## src/rtl/mdio_pkg.sv

```systemverilog
package mdio_pkg;
  typedef enum logic [1:0] {
    SEL_DATA  = 2'd0,
    SEL_EVENT = 2'd1,
    SEL_MASK  = 2'd2,
    SEL_SPEED = 2'd3
  } reg_sel_e;

  localparam int EVT_DONE_BIT = 23;
  localparam logic [1:0] OP_READ = 2'b10;
  localparam int PREAMBLE_BITS = 32;
  localparam int CMD_BITS = 32;
  localparam int DATA_BITS = 16;
endpackage

```

## src/rtl/mdio_clkdiv.sv

```systemverilog
module mdio_clkdiv #(
  parameter int SPW = 6
) (
  input  logic           clk,
  input  logic           rst_ni,
  input  logic           run,
  input  logic [SPW-1:0] half,
  output logic           mdc,
  output logic           rise,
  output logic           fall
);
  logic [SPW-1:0] cnt_q, cnt_d;
  logic           mdc_q, mdc_d;
  logic           wrap;

  assign wrap = run && (cnt_q == (half - 1'b1));
  assign rise = wrap && !mdc_q;
  assign fall = wrap && mdc_q;
  assign mdc  = mdc_q;

  always_comb begin
    cnt_d = cnt_q;
    mdc_d = mdc_q;
    if (!run) begin
      cnt_d = '0;
      mdc_d = 1'b0;
    end else if (wrap) begin
      cnt_d = '0;
      mdc_d = ~mdc_q;
    end else begin
      cnt_d = cnt_q + 1'b1;
    end
  end

  always_ff @(posedge clk or negedge rst_ni) begin
    if (!rst_ni) begin
      cnt_q <= '0;
      mdc_q <= 1'b0;
    end else begin
      cnt_q <= cnt_d;
      mdc_q <= mdc_d;
    end
  end

  // clock parks low once the divider is stopped
  a_r3_idle_low: assert property (@(posedge clk) disable iff (!rst_ni)
    !run |=> !mdc_q);
endmodule

```

## src/rtl/mdio_frame.sv

```systemverilog
module mdio_frame
  import mdio_pkg::*;
#(
  parameter int PRE = PREAMBLE_BITS,
  parameter int CW  = CMD_BITS,
  parameter int DW  = DATA_BITS
) (
  input  logic          clk,
  input  logic          rst_ni,
  input  logic          start,
  input  logic [CW-1:0] cmd,
  input  logic          rise,
  input  logic          fall,
  input  logic          mdio_i,
  output logic          busy,
  output logic          done,
  output logic          is_read,
  output logic          mdio_o,
  output logic          mdio_oe,
  output logic [DW-1:0] rdata
);
  localparam int TOTAL  = PRE + CW;
  localparam int BW     = $clog2(TOTAL);
  localparam int RD_IDX = TOTAL - DW;
  localparam int TA_IDX = RD_IDX - 2;

  logic          busy_q, busy_d;
  logic [BW-1:0] bit_q, bit_d;
  logic [CW-1:0] sh_q, sh_d;
  logic          rd_q, rd_d;
  logic [DW-1:0] cap_q, cap_d;
  logic          last;

  assign last    = (bit_q == BW'(TOTAL - 1));
  assign busy    = busy_q;
  assign is_read = rd_q;
  assign done    = busy_q && fall && last;
  assign mdio_o  = (bit_q < BW'(PRE)) ? 1'b1 : sh_q[CW-1];
  assign mdio_oe = busy_q && !(rd_q && (bit_q >= BW'(TA_IDX)));
  assign rdata   = cap_q;

  always_comb begin
    busy_d = busy_q;
    bit_d  = bit_q;
    sh_d   = sh_q;
    rd_d   = rd_q;
    cap_d  = cap_q;
    if (start && !busy_q) begin
      busy_d = 1'b1;
      bit_d  = '0;
      sh_d   = cmd;
      rd_d   = (cmd[CW-3:CW-4] == OP_READ);
    end else if (busy_q) begin
      if (rise && rd_q && (bit_q >= BW'(RD_IDX)))
        cap_d = {cap_q[DW-2:0], mdio_i};
      if (fall) begin
        if (last) begin
          busy_d = 1'b0;
        end else begin
          bit_d = bit_q + 1'b1;
          if (bit_q >= BW'(PRE)) sh_d = sh_q << 1;
        end
      end
    end
  end

  always_ff @(posedge clk or negedge rst_ni) begin
    if (!rst_ni) begin
      busy_q <= 1'b0;
      bit_q  <= '0;
      sh_q   <= '0;
      rd_q   <= 1'b0;
      cap_q  <= '0;
    end else begin
      busy_q <= busy_d;
      bit_q  <= bit_d;
      sh_q   <= sh_d;
      rd_q   <= rd_d;
      cap_q  <= cap_d;
    end
  end

  // the final mdc fall ends the frame
  a_r2_done_ends: assert property (@(posedge clk) disable iff (!rst_ni)
    done |=> !busy_q);
  // the line is only released mid-frame for read commands
  a_r5_release_read: assert property (@(posedge clk) disable iff (!rst_ni)
    ($fell(mdio_oe) && busy_q) |-> rd_q);
endmodule

```

## src/rtl/mdio_master.sv

```systemverilog
module mdio_master
  import mdio_pkg::*;
#(
  parameter int SPW = 6
) (
  input  logic        clk,
  input  logic        rst_n,
  input  logic        wr_en,
  input  logic [1:0]  wr_sel,
  input  logic [31:0] wr_data,
  output logic [31:0] data_reg,
  output logic [31:0] evt_reg,
  output logic        busy,
  output logic        irq,
  output logic        mdc,
  output logic        mdio_o,
  output logic        mdio_oe,
  input  logic        mdio_i
);
  localparam int DW = DATA_BITS;

  logic [1:0]     rs_q;
  logic           rst_ni;
  reg_sel_e       sel;
  logic [31:0]    data_q, data_d;
  logic           evt_q, evt_d;
  logic           mask_q, mask_d;
  logic [SPW-1:0] spd_q, spd_d;
  logic           start, done, is_read, rise, fall;
  logic [DW-1:0]  rdata;

  always_ff @(posedge clk or negedge rst_n) begin
    if (!rst_n) rs_q <= 2'b00;
    else        rs_q <= {rs_q[0], 1'b1};
  end
  assign rst_ni = rs_q[1];

  assign sel   = reg_sel_e'(wr_sel);
  assign start = wr_en && (sel == SEL_DATA) && !busy && (spd_q != '0);

  always_comb begin
    data_d = data_q;
    if (start)                data_d = wr_data;
    else if (done && is_read) data_d[DW-1:0] = rdata;

    evt_d = evt_q;
    if (done)                                                  evt_d = 1'b1;
    else if (wr_en && (sel == SEL_EVENT) && wr_data[EVT_DONE_BIT]) evt_d = 1'b0;

    mask_d = mask_q;
    if (wr_en && (sel == SEL_MASK)) mask_d = wr_data[EVT_DONE_BIT];

    spd_d = spd_q;
    if (wr_en && (sel == SEL_SPEED) && !busy) spd_d = wr_data[SPW:1];
  end

  always_ff @(posedge clk or negedge rst_ni) begin
    if (!rst_ni) begin
      data_q <= '0;
      evt_q  <= 1'b0;
      mask_q <= 1'b0;
      spd_q  <= '0;
    end else begin
      data_q <= data_d;
      evt_q  <= evt_d;
      mask_q <= mask_d;
      spd_q  <= spd_d;
    end
  end

  mdio_clkdiv #(.SPW(SPW)) u_div (
    .clk(clk), .rst_ni(rst_ni), .run(busy), .half(spd_q),
    .mdc(mdc), .rise(rise), .fall(fall)
  );

  mdio_frame u_frame (
    .clk(clk), .rst_ni(rst_ni), .start(start), .cmd(wr_data),
    .rise(rise), .fall(fall), .mdio_i(mdio_i),
    .busy(busy), .done(done), .is_read(is_read),
    .mdio_o(mdio_o), .mdio_oe(mdio_oe), .rdata(rdata)
  );

  assign data_reg = data_q;
  assign evt_reg  = 32'(evt_q) << EVT_DONE_BIT;
  assign irq      = evt_q & mask_q;

  // completion wins over a clear in the same cycle
  a_r9_set_wins: assert property (@(posedge clk) disable iff (!rst_ni)
    done |=> evt_q);
  // command half of the register is frozen during a frame
  a_r11_cmd_hold: assert property (@(posedge clk) disable iff (!rst_ni)
    busy |=> $stable(data_q[31:16]));
  // no frame can be in flight with a zero speed field
  a_r12_no_speed_idle: assert property (@(posedge clk) disable iff (!rst_ni)
    (spd_q == '0) |-> !busy);
  // mdc only toggles up inside a frame
  a_r3_mdc_in_frame: assert property (@(posedge clk) disable iff (!rst_ni)
    $rose(mdc) |-> busy);
endmodule

```

## config.mk

```make
export PLATFORM = sky130hd
export DESIGN_NAME = mdio_master
export DESIGN_NICKNAME = d
export VERILOG_FILES = /design/src/rtl/mdio_pkg.sv /design/src/rtl/mdio_clkdiv.sv /design/src/rtl/mdio_frame.sv /design/src/rtl/mdio_master.sv
export SDC_FILE = /design/constraint.sdc
export NUM_CORES = 1
export LEC_CHECK = 0
export BUFFER_PORTS_ARGS = -buffer_cell sky130_fd_sc_hd__buf_2
export CAP_MARGIN = 20
export CELL_PAD_IN_SITES_DETAIL_PLACEMENT = 0
export CELL_PAD_IN_SITES_GLOBAL_PLACEMENT = 1
export CORE_MARGIN = 4
export CORE_UTILIZATION = 30
export CTS_CLUSTER_DIAMETER = 30
export DETAILED_ROUTE_END_ITERATION = 10
export HOLD_SLACK_MARGIN = 0.03
export PLACE_DENSITY_LB_ADDON = 0.1
export SLEW_MARGIN = 0
export SYNTH_ARGS = -nofsm -noshare
export SYNTH_HDL_FRONTEND = slang
export SYNTH_SLANG_ARGS = --single-unit
```

## constraint.sdc

```tcl
create_clock -name clk -period 6 [get_ports clk]
set_clock_uncertainty 0.1 [all_clocks]
set_input_delay 0.3 -clock clk [delete_from_list [all_inputs] [get_ports clk]]
set_output_delay 0.3 -clock clk [all_outputs]
set_load 0.02 [all_outputs]
```

==> summary.txt <==
Route
  – Pre-antenna DRT Iters: 4
  – Vias: 4025
  – DRC viols: 0
  – Detail Route Antenna Nets: 0
  – WL final: 14.1 mm
  – Routed WL per cell: between 15 and 20 µm
  – DR vias/cell: 4.96
  – Iteration-0 DRC count of the detailed router: 230

Setup path
  – Crit-path slowest cell: o31ai_1
  – Reg2Reg Depth: 5
  – Worst setup EP type: flop
  – Startpoint Class: flop
  – Critical Path RT: 6.14 ns
  – R2r setup slk: ~2.9 ns
  – R2R Path End: u_frame.rdata[15]
  – Largest fanout on the critical path: 20
  – Reg-to-reg startpoint: spd_q[2]
  – CP arrival: between 3 and 4 ns
  – Worst-path cell chain: or3_4 > o31ai_1 > and2_1 > or4_4 > mux2_2
  – CP Class: reg2reg
  – Slowest stage delay, CP: 0.67 ns

Worst hold path
  – Worst hold path class: in2reg
  – Worst Hold Launch: wr_data[0]
  – Min-Delay Path Depth: 3
  – WHS Endpoint: u_frame.sh_q[0]

Clocking
  – CTS clk-pin slew, worst paths: approximately 0.080 ns
  – Post-CTS setup buffer count: 0
  – Post-cts sizing count: 0
  – CTS tree: built
  – Clk_lat worst skew: 0.36 ns
  – Bufs on Longest Clock Path: 2
  – Hold buffer count at CTS: 1
  – Total CTS buffers: 9
  – Root buf cell: clkbuf_16
  – H-tree levels: 3
  – # clock sinks: 105

Final layout
  – Commonest non-fill, non-tap cell in the layout: dfrtp_1
  – Most frequent cells in the layout: 104 x dfrtp_1, 75 x buf_2, 67 x nand2_1, 36 x o21ai_0
  – Final core occ: 0.349
  – Area grow syn2layout: 14.6%
  – Layout Nets: 624
  – Diodes inserted: 0
  – Share of cells above drive strength 1: 0.217

Run status
  – Outcome: completed

STA
  – Final Cycle Share: 0.525
  – Pins Over Slew Limit: 0
  – Fmax achieved: ~0.32 GHz
  – Post-Route Setup TNS: 0 ns
  – Worst rel slew slack: 0.305
  – RSZ-0062 raised after global routing: false
  – Min Tclk post-route: 3.15 ns
  – Final setup violation count: 0
  – Slew at the pin closest to its max-slew limit: ~1.0 ns
  – Hold_ws: approximately 0.061 ns
  – Final hold vios: 0

Logic synthesis
  – Synthesis-stage register bit count: around 110
  – Mux cell area share after synthesis: 0.0625
  – Share of Yosys cell area claimed by the top area cell type: 0.503
  – Synth area leader: dfrtp_1
  – Simple logic cell fraction of the synthesized area: 0.149
  – Most area-consuming cells after synthesis: dfrtp_1 50%, nand2_1 4.8%, buf_4 4.6%
  – Fraction of registers with async set or reset after synthesis: 1.00
  – Top_reg_cell synth: dfrtp_1
  – Seq/Total Area, Yosys: 0.503
  – Cells after synthesis: 528
  – Post-synthesis xor/xnor area fraction: 0.0218
  – Number of synthesized flops with an enable pin: 0
  – Number of distinct library cells after synthesis: 47
  – Post-Synth Adder-Cell Area: 0.0120
  – Main combinational cell family by area after synthesis: compound AO/OA/AOI/OAI gates
  – Compound-Gate Fraction of Synth Area: 0.158
  – Syn avg cell area: 9.90 µm²
  – Mapped Area: 5230 µm²
  – Yosys warning total: 0

Global route
  – Met2 Use GR: 0.237
  – Largest net degree at the start of global routing: 73
  – Initial antenna violation count: 0
  – Met1 Resource Use GR: 0.201
  – Global route total overflow: 0
  – Gr busiest metal: met2
  – Vias in the first global route: around 4200
  – Grt met3 use: 0.0376
  – First-pass GRT wire length: around 23 mm
  – Gr usage total: 0.147

Floorplanning
  – Core area: roughly 17000 µm²
  – Die X: 140 µm
  – Die area: 19600 µm²
  – Die Span Y: 140 µm
  – Initial Util: 0.304
  – Row count: 48
  – I/O Pins: 107

Pwr
  – Peak VDD IR: 0.164 mV
  – Power Total: 2.59 mW
  – Leakage power total: 2.67 nW
  – PD cells: 433 nW/µm²

Place
  – Port-buffer cells: 75
  – RD Place Congestion: 0.790
  – Detail Placement HPWL: 9.32 mm

Job
  – Max Cap Viol: 0
-- where the power goes --
| group | switching (mW) | total [mW] | leakage, nW | internal (mW) |
|---|---|---|---|---|
| logic | 0.505 | 0.794 | 1.22 | 0.289 |
| registers | 0.184 | 1.12 | 1.28 | 0.939 |
| clock network | 0.278 | 0.678 | 0.169 | 0.401 |
-- synthesized netlist by cell type (10+ instances only) --
| library cell | n |
|---|---|
| nor2_1 | 28 |
| dfrtp_1 | 105 |
| inv_1 | 17 |
| or3_1 | 16 |
| o211ai_1 | 31 |
| mux2_2 | 13 |
| clkbuf_1 | 34 |
| o21ai_0 | 36 |
| nand4_1 | 18 |
| mux2_4 | 10 |
| a21oi_1 | 17 |
| nand2_1 | 67 |
| buf_4 | 32 |
| a31oi_1 | 32 |
-- metal layers --
layer / wire length [µm] / up-vias
met2: 6730 / 92
met4: 96 / 0
li1: - / 1917
met3: 610 / 8
met1: 6640 / 2008
met5: 0 / -
-- cell families after synthesis --
| logic type | after synthesis |
|---|---|
| AOI/OAI and AO/OA | 131 |
| xor gates and xnor gates | 13 |
| adders and majority gates | 5 |
| buffers and inverters | 87 |
| DFF | 105 |
| muxes | 26 |
| other | 2 |
| and+or+nand+nor | 159 |
-- stage by stage --
stage / std cells / instance area [µm²] / worst slack [ns]
after floorplan: 558 / 5340 / 2.76
after global placement: 794 / 5640 / 2.94
after detailed placement: 794 / 5640 / 2.85
after CTS: 811 / 5990 / 2.81
after global routing: 811 / 5990 / 2.59
final: 811 / 5990 / 2.85
-- worst max path at each step --
stage / slack, ns / from / endpoint / cells past startpoint
finish: 2.85 / spd_q[2] / u_frame.rdata[15] / 5
global route: 2.59 / spd_q[0] / u_frame.sh_q[17] / 7
CTS: 2.81 / spd_q[3] / u_frame.rdata[15] / 5
detailed placement: 2.85 / spd_q[3] / u_frame.rdata[15] / 5
global placement: 2.94 / spd_q[3] / u_frame.rdata[15] / 5
floorplan: 2.76 / rs_q[1] / data_reg[0] / 0
-- layout make-up --
type	count	area [µm²]
well taps	225	282
multi-input cells	366	2240
repair buffers	82	430
fillers	1848	11200
clock inverters	4	73.8
inverters	17	63.8
clock buffers	12	267
flip-flops and latches	105	2630
-- worst max-delay path: cells and delay by family (launching register included) --
| kind | cells | cell delay (ns) |
|---|---|---|
| and+or+nand+nor | 3 | 1.45 |
| AOI/OAI and AO/OA | 1 | 0.67 |
| muxes | 1 | 0.37 |
| DFF | 1 | 0.43 |
(Power assumes the default switching activity.)
